`config.mk`:
```
export PLATFORM = sky130hd
export DESIGN_NAME = seg_digit_display
export DESIGN_NICKNAME = d
export VERILOG_FILES = /design/src/rtl/seg_disp_pkg.sv /design/src/rtl/sdd_hold_reg.sv /design/src/rtl/sdd_blank_ctl.sv /design/src/rtl/sdd_seg_decode.sv /design/src/rtl/seg_digit_display.sv
export SDC_FILE = /design/constraint.sdc
export NUM_CORES = 1
export LEC_CHECK = 0
export ABC_AREA = 1
export ABC_CLOCK_PERIOD_IN_PS = 1900
export BUFFER_PORTS_ARGS = -buffer_cell sky130_fd_sc_hd__buf_2
export CAP_MARGIN = 20
export CORE_AREA = 2 2 39 41
export DETAILED_ROUTE_END_ITERATION = 8
export DIE_AREA = 0 0 41 43
export SLEW_MARGIN = 15
export SYNTH_ARGS = -nofsm -noshare
export SYNTH_HDL_FRONTEND = slang
export SYNTH_SLANG_ARGS = --single-unit
```
`constraint.sdc`:
```
create_clock -name clk_i -period 1.9 [get_ports clk_i]
set_input_delay 0.095 -clock clk_i [delete_from_list [all_inputs] [get_ports clk_i]]
set_output_delay 0.095 -clock clk_i [all_outputs]
set_load 0.02 [all_outputs]
```
`src/rtl/seg_disp_pkg.sv`:
```
package seg_disp_pkg;
  localparam int unsigned DIGIT_W = 4;
  localparam int unsigned SEG_N   = 7;

  typedef logic [DIGIT_W-1:0] digit_t;
  typedef logic [SEG_N-1:0]   seg_t;

  // bit 0 = a .. bit 6 = g
  function automatic seg_t seg_encode(input digit_t v);
    seg_t s;
    unique case (v)
      4'd0:    s = 7'b0111111;
      4'd1:    s = 7'b0000110;
      4'd2:    s = 7'b1011011;
      4'd3:    s = 7'b1001111;
      4'd4:    s = 7'b1100110;
      4'd5:    s = 7'b1101101;
      4'd6:    s = 7'b1111101;
      4'd7:    s = 7'b0000111;
      4'd8:    s = 7'b1111111;
      4'd9:    s = 7'b1101111;
      default: s = '0;
    endcase
    return s;
  endfunction
endpackage

```
`src/rtl/sdd_hold_reg.sv`:
```
module sdd_hold_reg #(
  parameter int unsigned W       = 4,
  parameter logic [W-1:0] RST_VAL = '0
) (
  input  logic         clk_i,
  input  logic         rst_ni,
  input  logic         hold_i,
  input  logic [W-1:0] d_i,
  output logic [W-1:0] q_o
);
  // clocked register replaces a transparent latch
  always_ff @(posedge clk_i or negedge rst_ni) begin
    if (!rst_ni)      q_o <= RST_VAL;
    else if (!hold_i) q_o <= d_i;
  end
endmodule

```
`src/rtl/sdd_blank_ctl.sv`:
```
module sdd_blank_ctl #(
  parameter int unsigned W = 4
) (
  input  logic [W-1:0] val_i,
  input  logic         blank_i,
  input  logic         rbi_n_i,
  input  logic         node_n_i,
  output logic         rb_n_o,
  output logic         dark_o
);
  logic is_zero;
  logic own_drive;

  assign is_zero   = ~|val_i;
  assign own_drive = ~(blank_i | (~rbi_n_i & is_zero));
  // wired-AND with external pull
  assign rb_n_o    = own_drive & node_n_i;
  assign dark_o    = ~rb_n_o;
endmodule

```
`src/rtl/sdd_seg_decode.sv`:
```
module sdd_seg_decode
  import seg_disp_pkg::*;
(
  input  digit_t val_i,
  input  logic   dark_i,
  input  logic   dp_req_i,
  output seg_t   seg_o,
  output logic   dp_o
);
  seg_t raw;

  assign raw = seg_encode(val_i);

  for (genvar i = 0; i < SEG_N; i++) begin : g_seg
    assign seg_o[i] = raw[i] & ~dark_i;
  end

  assign dp_o = dp_req_i & ~dark_i;
endmodule

```
`src/rtl/seg_digit_display.sv`:
```
module seg_digit_display
  import seg_disp_pkg::*;
#(
  parameter digit_t RST_VAL = '0
) (
  input  logic               clk_i,
  input  logic               rst_ni,
  input  logic [DIGIT_W-1:0] bcd_i,
  input  logic               strobe_i,
  input  logic               blank_i,
  input  logic               rbi_n_i,
  input  logic               dp_req_i,
  input  logic               rb_node_n_i,
  output logic [DIGIT_W-1:0] held_o,
  output logic [SEG_N-1:0]   seg_o,
  output logic               dp_o,
  output logic               rb_n_o
);
  digit_t held_q;
  logic   dark;

  sdd_hold_reg #(.W(DIGIT_W), .RST_VAL(RST_VAL)) u_hold (
    .clk_i  (clk_i),
    .rst_ni (rst_ni),
    .hold_i (strobe_i),
    .d_i    (bcd_i),
    .q_o    (held_q)
  );

  sdd_blank_ctl #(.W(DIGIT_W)) u_blank (
    .val_i    (held_q),
    .blank_i  (blank_i),
    .rbi_n_i  (rbi_n_i),
    .node_n_i (rb_node_n_i),
    .rb_n_o   (rb_n_o),
    .dark_o   (dark)
  );

  sdd_seg_decode u_dec (
    .val_i    (held_q),
    .dark_i   (dark),
    .dp_req_i (dp_req_i),
    .seg_o    (seg_o),
    .dp_o     (dp_o)
  );

  assign held_o = held_q;
endmodule

```
-- Word level (Yosys, flattened, before mapping)
Memory sizes are Yosys's and may differ from the RTL's.
Cells that the tools add are included.
- register bits after elaboration: 4
- latch bits: 0
- bits in writable memories: 0
- memory bits (read-only): 112
- input port bits: 11
- output and inout port bits: 13
- word-level logic and storage cells: 17
- memories kept: 1
- memory list (memory ; words ; bits a word ; rd ports ; clocked after Yosys merged registers in ; wr ports ; RTL line ; source):
    (no name shown) ; 16 ; 7 ; 1 ; 0 ; 0 ; seg_disp_pkg.sv:11 ; unique case (v)
- add/sub/neg operators: 0
- multiply operators: 0
- divide/modulo/power cells: 0
- order comparisons: 0
- eq/ne operators: 0
- shift-type cells: 0
- multiplexer cells: 0
- bitwise gates (word level): 13
- reductions and logical operators: 2
- operator list (cell ; number):
    bitwise AND 1 bit ; 10
    OR reduction 4 bit ; 1
    inverter 1 bit ; 2
    logical NOT 1 bit ; 1
    OR 1 bit ; 1

-- Longest topological paths before layout
- depth after elaboration: 7
- depth in mapped cells: 7

-- Modules after synthesis
From an unflattened synthesis, not the netlist that was laid out.
- cell total of the unflattened synthesis: 63
- area total of the unflattened synthesis: 385.4 µm²
- by module, submodules not included (module ; times used ; cells each ; area an instance (µm²) ; seq. area each (µm²)):
    sdd_seg_decode ; 1 ; 38 ; 197.7 ; 0.0
    sdd_hold_reg ; 1 ; 17 ; 148.9 ; 100.1
    sdd_blank_ctl ; 1 ; 8 ; 38.8 ; 0.0

-- Worst setup path before layout
OpenSTA, ideal clock, no wires.
- path type: reg-to-output
- start point: reg u_hold.q_o[1]
- end point: out seg_o[3]
- data arrival time: 1.409 ns
- data required time: 1.805 ns
- setup slack: 0.396 ns
- stages on the path, launching flop included: 7
- path buffers: 0
- cell sequence: dfrtp_1 inv_1 ha_1 nand2_1 nand3_1 nand2_1 nor2_1
- word-level cells in the longest chain between the ends: 7
- elaborated cells between the ends (all ways): 8
- those cells by class: 5 x bitwise; 2 x reduce/logical; 1 x memory
- ends and longest elaborated chain (what ; RTL line ; source):
    start, declared ; sdd_hold_reg.sv:9 ; output logic [W-1:0] q_o
    start signal, assigned ; sdd_hold_reg.sv:14 ; else if (!hold_i) q_o <= d_i;
    OR reduction 4 bit ; sdd_blank_ctl.sv:14 ; assign is_zero = ~|val_i;
    logical NOT 1 bit ; sdd_blank_ctl.sv:14 ;
    bitwise AND 1 bit ; sdd_blank_ctl.sv:15 ; assign own_drive = ~(blank_i | (~rbi_n_i & is_zero));
    OR 1 bit ; sdd_blank_ctl.sv:15 ;
    inverter 1 bit ; sdd_blank_ctl.sv:15 ;
    bitwise AND 1 bit ; sdd_blank_ctl.sv:17 ; assign rb_n_o = own_drive & node_n_i;
    bitwise AND 1 bit (*) ; sdd_seg_decode.sv:15 ; assign seg_o[i] = raw[i] & ~dark_i;
    end, declared ; seg_digit_display.sv:15 ; output logic [SEG_N-1:0] seg_o,
Mark *: on every way between the ends. The rest lies on a longest branch, timed or not.

-- Worst setup path in the final report
Ends and elaborated chain as after synthesis.

==> impl_metrics.tcl <==
set metrics [dict create \
    status "completed" \
    worstReg2RegStart "u_hold.q_o[3]" \
    relSlewSlack 0.8357 \
    synth.distinct_cells 13 \
    hold_end "u_hold.q_o[1]" \
    multi_input_area_um2 240.2 \
    leakage_nw 0.3361 \
    antenna_found_initial 0 \
    cts.sinks 4 \
    grt_max_degree 10 \
    hp-start "bcd_i[1]" \
    die_y_um 43 \
    required_ns 1.80 \
    r2r_cells 2 \
    clockBufferDepth 2 \
    cap_violations 0 \
    hold_viol 0 \
    min_path_cells 3 \
    root_buffer "clkbuf_4" \
    cts-htree-levels 1 \
    io_pins 24 \
    n_fill_cell 160 \
    ys_warn_count 0 \
    numCtsBuffers 3 \
    fmax_mhz 618.7 \
    critPathKind "reg -> out" \
    start_kind "flip-flop" \
    power_switching_mw 0.1183 \
    num_antenna_cells 0 \
    yosysSeqAreaShare 0.2589 \
    drc_errors 0 \
    path_common_cell "nand2_1" \
    cpPeakStageDelay_ns 0.43 \
    setup_ws_ns 0.2838 \
    final_cell_mix "buf_2, nor2_1, nand2_1" \
    p_comb_frac 0.369 \
    dieArea_um2 1763 \
    cp_cell_sequence "inv_1 > ha_1 > nand2_1 > nand3_1 > nand2_1 > nor2_1 > buf_2" \
    row_count 14 \
    totalWireLength_um 867 \
    ant_nets 0 \
    yosysTopAreaCell "dfrtp_1" \
    drive_above_1_share 0.3488 \
    cts.repair_timing.setup_buffer_count 0 \
    globalplace.congestion 0.7413 \
    overflow 0 \
    track_usage 0.1221 \
    power.density_nw_per_um2 594.6 \
    p_clk_frac 0.309 \
    largest_reg_flops 4 \
    via_per_inst 4.275 \
    slowest_stage "dfrtp_1" \
    area_growth_pct 42.07 \
    wire_per_inst_um 8.500 \
    place_ws_ns 0.5035 \
    worstSkewPairLatency_ns 0.23 \
    synth_area_leaders "dfrtp_1, ha_1, nor2_1, nand2_1, inv_1" \
    yosys.area.top_type_share 0.2589 \
    hold_buffers 1 \
    slew_violations 0 \
    grt_pass1_vias 382 \
    synthCells 60 \
    hp-class "in -> reg" \
    die_x_um 41 \
    ir_worst_vdd_uv 239.9 \
    switching_share 0.3624 \
    fin_crit_sh 0.8507 \
    crit_arrival_ns 1.52 \
    ff_latch_area_um2 100.1 \
    portBuffers 23 \
    crit_path_end_kind "primary output" \
    grt_pass1_wl_um 1449 \
    syn-cell-area_um2 386.6 \
    worstReg2RegEnd "u_hold.q_o[3]" \
    largest-register "u_hold.q_o" \
    cp_max_fo 6 \
    final_core_util 0.3969 \
    drt_first_pass_iters 3 \
    largestRegisters "u_hold.q_o x4" \
    final_nets 104 \
    synth_fp_nets 76 \
    period_minus_slack_ns 1.616 \
    start_util 0.2794 \
    r2r_slack_ns 1.12 \
    cts_tree "built" \
    crit_cells 7 \
    tightest_slew_ns 0.2464 \
    rsz0062_at_grt "no" \
    clk_pin_slew_ns 0.03 \
    p_int_mw 0.2082 \
    setup_violations 0 \
    detail_route.iter0.violations 3 \
    yosys_register_bits 4 \
    ctsResizeCount 0 \
    final_common_cell "buf_2" \
    crit_buf_inv 2 \
    core-area_um2 1384 \
    path_delay_family "flip-flops" \
    dp_hpwl_um 699.6 \
    vias 436 \
    fin_tns_setup_ns 0 \
    seqPwrFrac 0.322 \
    syn_avg_cell_area_um2 6.444 \
    finClkSkew_ns 0 \
]
## metrics by stage
step | power, mW | area (um2) | hold WS, ns | cells
2_1_floorplan | 0.1861 | 386.6 | -0.2006 | 60
3_3_place_gp | 0.2251 | 516.7 | -0.09599 | 98
3_5_place_dp | 0.2269 | 516.7 | -0.09724 | 98
4_1_cts | 0.3360 | 549.3 | 0.1053 | 102
5_1_grt | 0.3644 | 549.3 | 0.1251 | 102
6_report | 0.3266 | 549.3 | 0.1107 | 102
## cells by family (layout without fill, tap and decap cells)
| family | Yosys count | in the layout | synth area share |
|---|---|---|---|
| compound gates | 7 | 7 | 0.1003 |
| buf+inv | 12 | 38 | 0.1197 |
| simple gates | 32 | 32 | 0.3592 |
| flops | 4 | 4 | 0.2589 |
| fa+ha+maj | 5 | 5 | 0.1618 |
## metal layers
layer	GRT usage	up-vias	wire length [um]
li1	-	237	-
met1	0.1471	181	366
met2	0.1813	18	431
met3	0.03141	0	69
met4	0.08000	0	0
met5	0	-	0
## how the worst max path moves through the flow
stage	start	to	slack (ns)
final	u_hold.q_o[1]	seg_o[3]	0.28
after global routing	u_hold.q_o[1]	seg_o[3]	0.09
after CTS	u_hold.q_o[1]	seg_o[3]	0.25
after detailed placement	u_hold.q_o[1]	seg_o[3]	0.50
after global placement	u_hold.q_o[1]	seg_o[3]	0.57
after floorplan	u_hold.q_o[1]	seg_o[3]	0.40
## area by class of cell
class	count	share of cell area
Timing Repair Buffer	24	0.2278
Multi-Input combinational cell	44	0.4374
Sequential cell	4	0.1822
Tap cell	16	0.03645
Clock buffer	3	0.04100
Inverter	11	0.07517
## cells in the mapped netlist
library cell,n
a21oi_1,4
buf_2,1
dfrtp_1,4
ha_1,5
inv_1,10
inv_2,1
nand2_1,12
nand2_4,1
nand3_1,4
nand3_2,1
nor2_1,14
o21ai_0,2
o21ai_2,1
## power groups by stage
| stage | Clock, mW | Sequential [mW] | Combinational [mW] |
|---|---|---|---|
| after floorplan | 0 | 0.114 | 0.0721 |
| after global placement | 0 | 0.106 | 0.119 |
| after detailed placement | 0 | 0.107 | 0.120 |
| after CTS | 0.108 | 0.106 | 0.123 |
| after global routing | 0.118 | 0.107 | 0.140 |
| final | 0.101 | 0.105 | 0.120 |
## worst min-delay path: stages
cell and delay [ns]:
buf_2 0.08, nor2_1 0.03, a21oi_1 0.09
No activity file was read; power rests on OpenSTA's default activity.
